<file path="src/rtl/pci_claim_pkg.sv">
package pci_claim_pkg;

   typedef enum logic [1:0] {
      SP_NONE = 2'd0,
      SP_IO   = 2'd1,
      SP_MEM  = 2'd2,
      SP_CFG  = 2'd3
   } space_e;

   localparam logic [3:0] CMD_IO_RD  = 4'b0010;
   localparam logic [3:0] CMD_IO_WR  = 4'b0011;
   localparam logic [3:0] CMD_MEM_RD = 4'b0110;
   localparam logic [3:0] CMD_MEM_WR = 4'b0111;
   localparam logic [3:0] CMD_CFG_RD = 4'b1010;
   localparam logic [3:0] CMD_CFG_WR = 4'b1011;

   // Map a command code to the address space it may target.
   function automatic space_e cmd_family(input logic [3:0] cmd);
      case (cmd)
         CMD_IO_RD,  CMD_IO_WR  : cmd_family = SP_IO;
         CMD_MEM_RD, CMD_MEM_WR : cmd_family = SP_MEM;
         CMD_CFG_RD, CMD_CFG_WR : cmd_family = SP_CFG;
         default                : cmd_family = SP_NONE;
      endcase
   endfunction

endpackage

</file>
<file path="src/rtl/addr_phase_det.sv">
module addr_phase_det (
   input  logic clk,
   input  logic rst_n,
   input  logic frame_n,
   input  logic irdy_n,
   output logic addr_phase
);
   logic idle_q;

   always_ff @(posedge clk or negedge rst_n) begin
      if (!rst_n) idle_q <= 1'b1;
      else        idle_q <= frame_n & irdy_n;
   end

   assign addr_phase = idle_q & ~frame_n;

   // an address edge is never followed directly by another one
   a_r2_single_sample : assert property (@(posedge clk) disable iff (!rst_n)
      addr_phase |=> !addr_phase);

endmodule

</file>
<file path="src/rtl/window_match.sv">
module window_match #(
   parameter int ADDR_W   = 32,
   parameter int IGN_BITS = 8
) (
   input  logic [ADDR_W-1:0] addr,
   input  logic [ADDR_W-1:0] base,
   output logic              hit
);
   localparam logic [ADDR_W-1:0] ONES = '1;
   localparam logic [ADDR_W-1:0] KEEP = ONES << IGN_BITS;

   generate
      if (IGN_BITS < 0 || IGN_BITS >= ADDR_W) begin : g_bad
         $error("window_match: IGN_BITS out of range");
      end
      if (IGN_BITS == 0) begin : g_exact
         assign hit = (addr == base);
      end else begin : g_masked
         assign hit = ~|((addr ^ base) & KEEP);
      end
   endgenerate

endmodule

</file>
<file path="src/rtl/claim_ctrl.sv">
module claim_ctrl
   import pci_claim_pkg::*;
(
   input  logic   clk,
   input  logic   rst_n,
   input  logic   addr_phase,
   input  space_e dec_space,
   input  logic   frame_n,
   input  logic   irdy_n,
   input  logic   trdy_n,
   output logic   devsel_n,
   output space_e space_q,
   output logic   xfer_fire
);
   space_e pend_q;
   logic   claimed_q;
   logic   xfer_q;
   logic   release_now;

   // Last data phase completes, or bus goes idle (abort path).
   assign release_now = frame_n & (irdy_n | ~trdy_n);

   always_ff @(posedge clk or negedge rst_n) begin
      if (!rst_n) begin
         pend_q    <= SP_NONE;
         space_q   <= SP_NONE;
         claimed_q <= 1'b0;
         xfer_q    <= 1'b0;
      end else begin
         xfer_q <= claimed_q & ~irdy_n & ~trdy_n;
         if (release_now) begin
            claimed_q <= 1'b0;
            space_q   <= SP_NONE;
         end else if (pend_q != SP_NONE) begin
            claimed_q <= 1'b1;
            space_q   <= pend_q;
         end
         pend_q <= addr_phase ? dec_space : SP_NONE;
      end
   end

   assign devsel_n  = ~claimed_q;
   assign xfer_fire = xfer_q;

   // a pending decision becomes a claim on the next edge
   a_r8_claim_follows : assert property (@(posedge clk) disable iff (!rst_n)
      (pend_q != SP_NONE && !release_now) |=> !devsel_n);

   // the final data phase drops the claim
   a_r9_release_after_last : assert property (@(posedge clk) disable iff (!rst_n)
      (!devsel_n && frame_n && !irdy_n && !trdy_n) |=> devsel_n);

   // a transfer strobe needs both ready lines and a claim one edge earlier
   a_r10_xfer_only_ready : assert property (@(posedge clk) disable iff (!rst_n)
      xfer_fire |-> $past(!irdy_n && !trdy_n && !devsel_n));

   // the space code is non-zero exactly while claimed
   a_r11_space_tracks_devsel : assert property (@(posedge clk) disable iff (!rst_n)
      (space_q != SP_NONE) == !devsel_n);

endmodule

</file>
<file path="src/rtl/pci_tgt_claim.sv">
module pci_tgt_claim
   import pci_claim_pkg::*;
#(
   parameter int ADDR_W       = 32,
   parameter int IO_IGN_BITS  = 8,
   parameter int MEM_IGN_BITS = 20
) (
   input  logic              clk,
   input  logic              rst_n,
   input  logic [ADDR_W-1:0] bus_ad,
   input  logic [3:0]        bus_cbe_n,
   input  logic              bus_frame_n,
   input  logic              bus_irdy_n,
   input  logic              bus_trdy_n,
   input  logic              bus_idsel,
   input  logic [ADDR_W-1:0] io_win_base,
   input  logic [ADDR_W-1:0] mem_win_base,
   input  logic              io_decode_en,
   input  logic              mem_decode_en,
   output logic              devsel_n,
   output logic [1:0]        claim_space,
   output logic              xfer_fire
);
   localparam int IO_MIN  = 2;
   localparam int IO_MAX  = 8;
   localparam int MEM_MIN = 4;

   generate
      if (ADDR_W < 16) begin : g_bad_width
         $error("pci_tgt_claim: ADDR_W must be at least 16");
      end
      if (IO_IGN_BITS < IO_MIN || IO_IGN_BITS > IO_MAX) begin : g_bad_io
         $error("pci_tgt_claim: I/O window must be 4 to 256 bytes");
      end
      if (MEM_IGN_BITS < MEM_MIN || MEM_IGN_BITS >= ADDR_W) begin : g_bad_mem
         $error("pci_tgt_claim: memory window must be at least 16 bytes");
      end
   endgenerate

   logic   addr_phase;
   logic   io_hit;
   logic   mem_hit;
   space_e family;
   space_e dec_space;
   space_e space_q;

   addr_phase_det u_phase (
      .clk        (clk),
      .rst_n      (rst_n),
      .frame_n    (bus_frame_n),
      .irdy_n     (bus_irdy_n),
      .addr_phase (addr_phase)
   );

   window_match #(.ADDR_W(ADDR_W), .IGN_BITS(IO_IGN_BITS)) u_io_win (
      .addr (bus_ad),
      .base (io_win_base),
      .hit  (io_hit)
   );

   window_match #(.ADDR_W(ADDR_W), .IGN_BITS(MEM_IGN_BITS)) u_mem_win (
      .addr (bus_ad),
      .base (mem_win_base),
      .hit  (mem_hit)
   );

   assign family = cmd_family(bus_cbe_n);

   always_comb begin
      case (family)
         SP_IO   : dec_space = (io_decode_en  && io_hit)  ? SP_IO  : SP_NONE;
         SP_MEM  : dec_space = (mem_decode_en && mem_hit) ? SP_MEM : SP_NONE;
         SP_CFG  : dec_space = (bus_idsel && bus_ad[1:0] == 2'b00) ? SP_CFG : SP_NONE;
         default : dec_space = SP_NONE;
      endcase
   end

   claim_ctrl u_ctrl (
      .clk        (clk),
      .rst_n      (rst_n),
      .addr_phase (addr_phase),
      .dec_space  (dec_space),
      .frame_n    (bus_frame_n),
      .irdy_n     (bus_irdy_n),
      .trdy_n     (bus_trdy_n),
      .devsel_n   (devsel_n),
      .space_q    (space_q),
      .xfer_fire  (xfer_fire)
   );

   assign claim_space = space_q;

   // unsupported commands never lead to a claim two edges later
   a_r7_no_foreign_cmd : assert property (@(posedge clk) disable iff (!rst_n)
      (addr_phase && family == SP_NONE) |=> ##1 devsel_n);

   // disabled I/O decoding blocks I/O claims
   a_r6_io_disabled : assert property (@(posedge clk) disable iff (!rst_n)
      (addr_phase && family == SP_IO && !io_decode_en) |=> ##1 devsel_n);

   // disabled memory decoding blocks memory claims
   a_r6_mem_disabled : assert property (@(posedge clk) disable iff (!rst_n)
      (addr_phase && family == SP_MEM && !mem_decode_en) |=> ##1 devsel_n);

   // configuration needs the slot select
   a_r5_cfg_needs_select : assert property (@(posedge clk) disable iff (!rst_n)
      (addr_phase && family == SP_CFG && !bus_idsel) |=> ##1 devsel_n);

endmodule

</file>
<file path="config.mk">
export PLATFORM = sky130hd
export DESIGN_NAME = pci_tgt_claim
export DESIGN_NICKNAME = d
export VERILOG_FILES = /design/src/rtl/pci_claim_pkg.sv /design/src/rtl/addr_phase_det.sv /design/src/rtl/window_match.sv /design/src/rtl/claim_ctrl.sv /design/src/rtl/pci_tgt_claim.sv
export SDC_FILE = /design/constraint.sdc
export NUM_CORES = 1
export LEC_CHECK = 0
export BUFFER_PORTS_ARGS = -buffer_cell sky130_fd_sc_hd__buf_2
export CORE_MARGIN = 10
export CORE_UTILIZATION = 25
export CTS_CLUSTER_SIZE = 10
export DETAILED_ROUTE_END_ITERATION = 10
export PLACE_DENSITY_LB_ADDON = 0.12
export SKIP_CTS_REPAIR_TIMING = 1
export SYNTH_ARGS = -nofsm -noshare
export SYNTH_HDL_FRONTEND = slang
export SYNTH_SLANG_ARGS = --single-unit
</file>
<file path="constraint.sdc">
create_clock -name clk -period 1.02 [get_ports clk]
set_input_delay 0.204 -clock clk [delete_from_list [all_inputs] [get_ports clk]]
set_output_delay 0.204 -clock clk [all_outputs]
set_load 0.05 [all_outputs]
</file>
==> summary.txt <==
Synthesis
  • Post-Syn Instances: 77
  • EDFF count, synth: 0
  • Library cells used by synthesis: 18
  • Syn Std Cell Area: 688 sq um
  • Asr flop ratio synth: 100%
  • Area share of the largest cell type after synthesis: 45.8%
  • Sequential area share after synthesis: 25.6%
  • Number of synthesis warnings: 0
  • Synth area leaders: xor2_1, dfrtp_1, nor4_1
  • Mapped Nets: 185
  • FF+latch count, synth: 7
  • Syn avg cell area: 8.94 sq um
  • Synth area leader: xor2_1
  • Most numerous cell in the Yosys netlist: xor2_1
  • Post-synth top flop: dfrtp_1
  • Most instantiated cells after synthesis: xor2_1, nor4_1, dfrtp_1, inv_1

Setup path
  • Critical Path Fanout Max: 2
  • Critical path class: flop to flop
  • Crit end category: flop
  • Delay-heaviest family, CP: flip-flops
  • Startpoint types: flop
  • CP bufs+invs: 1
  • Critical path cell sequence: nand3b_1 > buf_4 > a21oi_2 > nand4_1 > o21ai_1
  • Worst EP required: 1.19 ns
  • WP data arrival: 1.30 ns
  • Crit-path slowest cell: dfstp_2
  • Worst stage delay on the critical path: 0.51 ns

Timing
  • Fin worst setup slack: -0.108 ns
  • Tcrit/Tclk final: 111%
  • Unrepaired setup endpoints after global routing: true
  • Crit path time final: 1.13 ns
  • Final Setup Violations: 3
  • Worst slew margin: 74.2%
  • Slew @ Worst Pin: 0.384 ns
  • Fin. max-slew vios: 0
  • Worst Skew: 0.00240 ns
  • Max Fclk: 887 MHz
  • Hold Vio Cnt, Final: 0
  • Setup TNS: -0.222 ns

Route
  • DRT Pass-1 Iters: 4
  • Routed Antenna Nets: 0
  • Drt initial violations: 6
  • Total routed wirelength: 2.60 mm
  • DR vias/cell: 4.42
  • Vias: 862
  • Residual DRC: 0
  • WL per Instance: 13.3 microns

Die
  • Rows: 18
  • DIE HEIGHT: 72.5 microns
  • Core Region: 2540 sq um
  • Total die area: 5250 sq um
  • Initial Util: 27.0%
  • I/O pins: 112
  • Overall die width: 72.5 microns

Power
  • Max IR drop VDD: 0.517 mV
  • Power Density: 688 nW/um^2
  • Leak: 0.000647 uW

Outcome
  • Status: finished with violations
  • Failing checks: setup timing

Clocking
  • Total CTS buffers: 3
  • Skew-Pair Late Insertion Delay: 0.25 ns
  • Reg clk slew, reported paths: 0.05 ns
  • TritonCTS sink count: 7
  • TritonCTS clock tree: built
  • Clock root buffer: clkbuf_4
  • Longest Clk Path Bufs: 2
  • H-tree depth: 1

Cells and area
  • Final non-filler cell total: 195
  • Antenna cells: 0
  • Syn-to-layout area delta: 78.9%
  • Nets: 274
  • Layout cells sized above 1: 54.5%

Place
  • DP Wirelength: 2.46 mm
  • GPL Wtd Cong: 0.686
  • Number of placed cells counting well taps: 188
  • PortBufs: 76

Flow run
  • Max_cap viols: 0

Global route
  • Antenna violations before repair: 0
  • Vias in the first global route: 1003
  • GRT Util Overall: 9.55%
  • First-pass GRT wire length: 4.08 mm
  • Remaining global-route overflow: 0
  • Largest net degree at the start of global routing: 8

Hold path
  • HP Class: primary input to flop
## state kept, by name, indices dropped and copies added (netlist names)
name and count:
u_ctrl.xfer_fire 1, u_ctrl.space_q 2, u_ctrl.pend_q 2, u_ctrl.claimed_q 1, u_phase.idle_q 1
## layout by cell type, fill, tap and decap left out, drive strengths merged, types with 2 or more instances in the layout
cell type,synthesis,final
nand4,3,3
inv,4,4
buf,0,83
dfrtp,6,6
nor4b,2,2
nor4,8,8
xor2,36,36
a21boi,2,2
nor2,3,3
nand3,2,2
a21oi,3,3
nor3,2,2
clkbuf,0,4
## final timing paths
check                                  from                end  slack, ns  cells past startpoint
hold reg to reg            u_ctrl.pend_q[1]  u_ctrl.space_q[1]       0.49                      2
setup reg to reg             u_phase.idle_q   u_ctrl.pend_q[0]      -0.11                      5
max in group asynchronous             rst_n     u_phase.idle_q       0.48                      2
hold / removal                   bus_trdy_n   u_ctrl.xfer_fire       0.12                      2
setup / recovery             u_phase.idle_q   u_ctrl.pend_q[0]      -0.11                      5
min in group asynchronous             rst_n   u_ctrl.claimed_q       0.32                      2
## area by class of cell
class / instances / area [sq um]
fillers: 272 / 1310
multi-input cells: 66 / 504
repair buffers: 84 / 472
flip-flops and latches: 7 / 176
well taps: 30 / 37.5
clock buffers: 4 / 26.3
inverters: 4 / 15.0
## per-stage QoR
| step | power [uW] | worst slack [ns] | cell area, sq um | hold WS (ns) | utilization [%] |
|---|---|---|---|---|---|
| finish | 847 | -0.108 | 1230 | 0.121 | 48.4 |
| global route | 925 | -0.186 | 1230 | 0.117 | 48.4 |
| CTS | 869 | -0.170 | 1170 | -0.237 | 46.0 |
| detailed placement | 603 | -0.217 | 1140 | 0.0425 | 44.9 |
| global placement | 595 | -0.193 | 1140 | 0.0401 | 44.9 |
| floorplan | 400 | 0.00428 | 688 | -0.0916 | - |
## logic make-up after synthesis
family	synth area share, %
xor+xnor	45.8
simple gates	20.4
compound gates	6.00
flops	25.6
buf+inv	2.18
## per-layer routing
metal  track usage (%)  wire (microns)  part of all wire (%)
met5                 0               0                     0
met4              3.16               0                     0
met3              5.58             304                    12
met2              17.6            1400                    54
met1              8.48             895                    34
## power by group
part | switching (uW) | internal [uW] | total (uW) | leakage [uW]
Combinational | 133 | 182 | 315 | 0.000538
Sequential | 0.777 | 282 | 283 | 0.0000943
Clock | 99.3 | 149 | 248 | 0.0000150
Total | 233 | 613 | 847 | 0.000647
(Power assumes the default switching activity.)
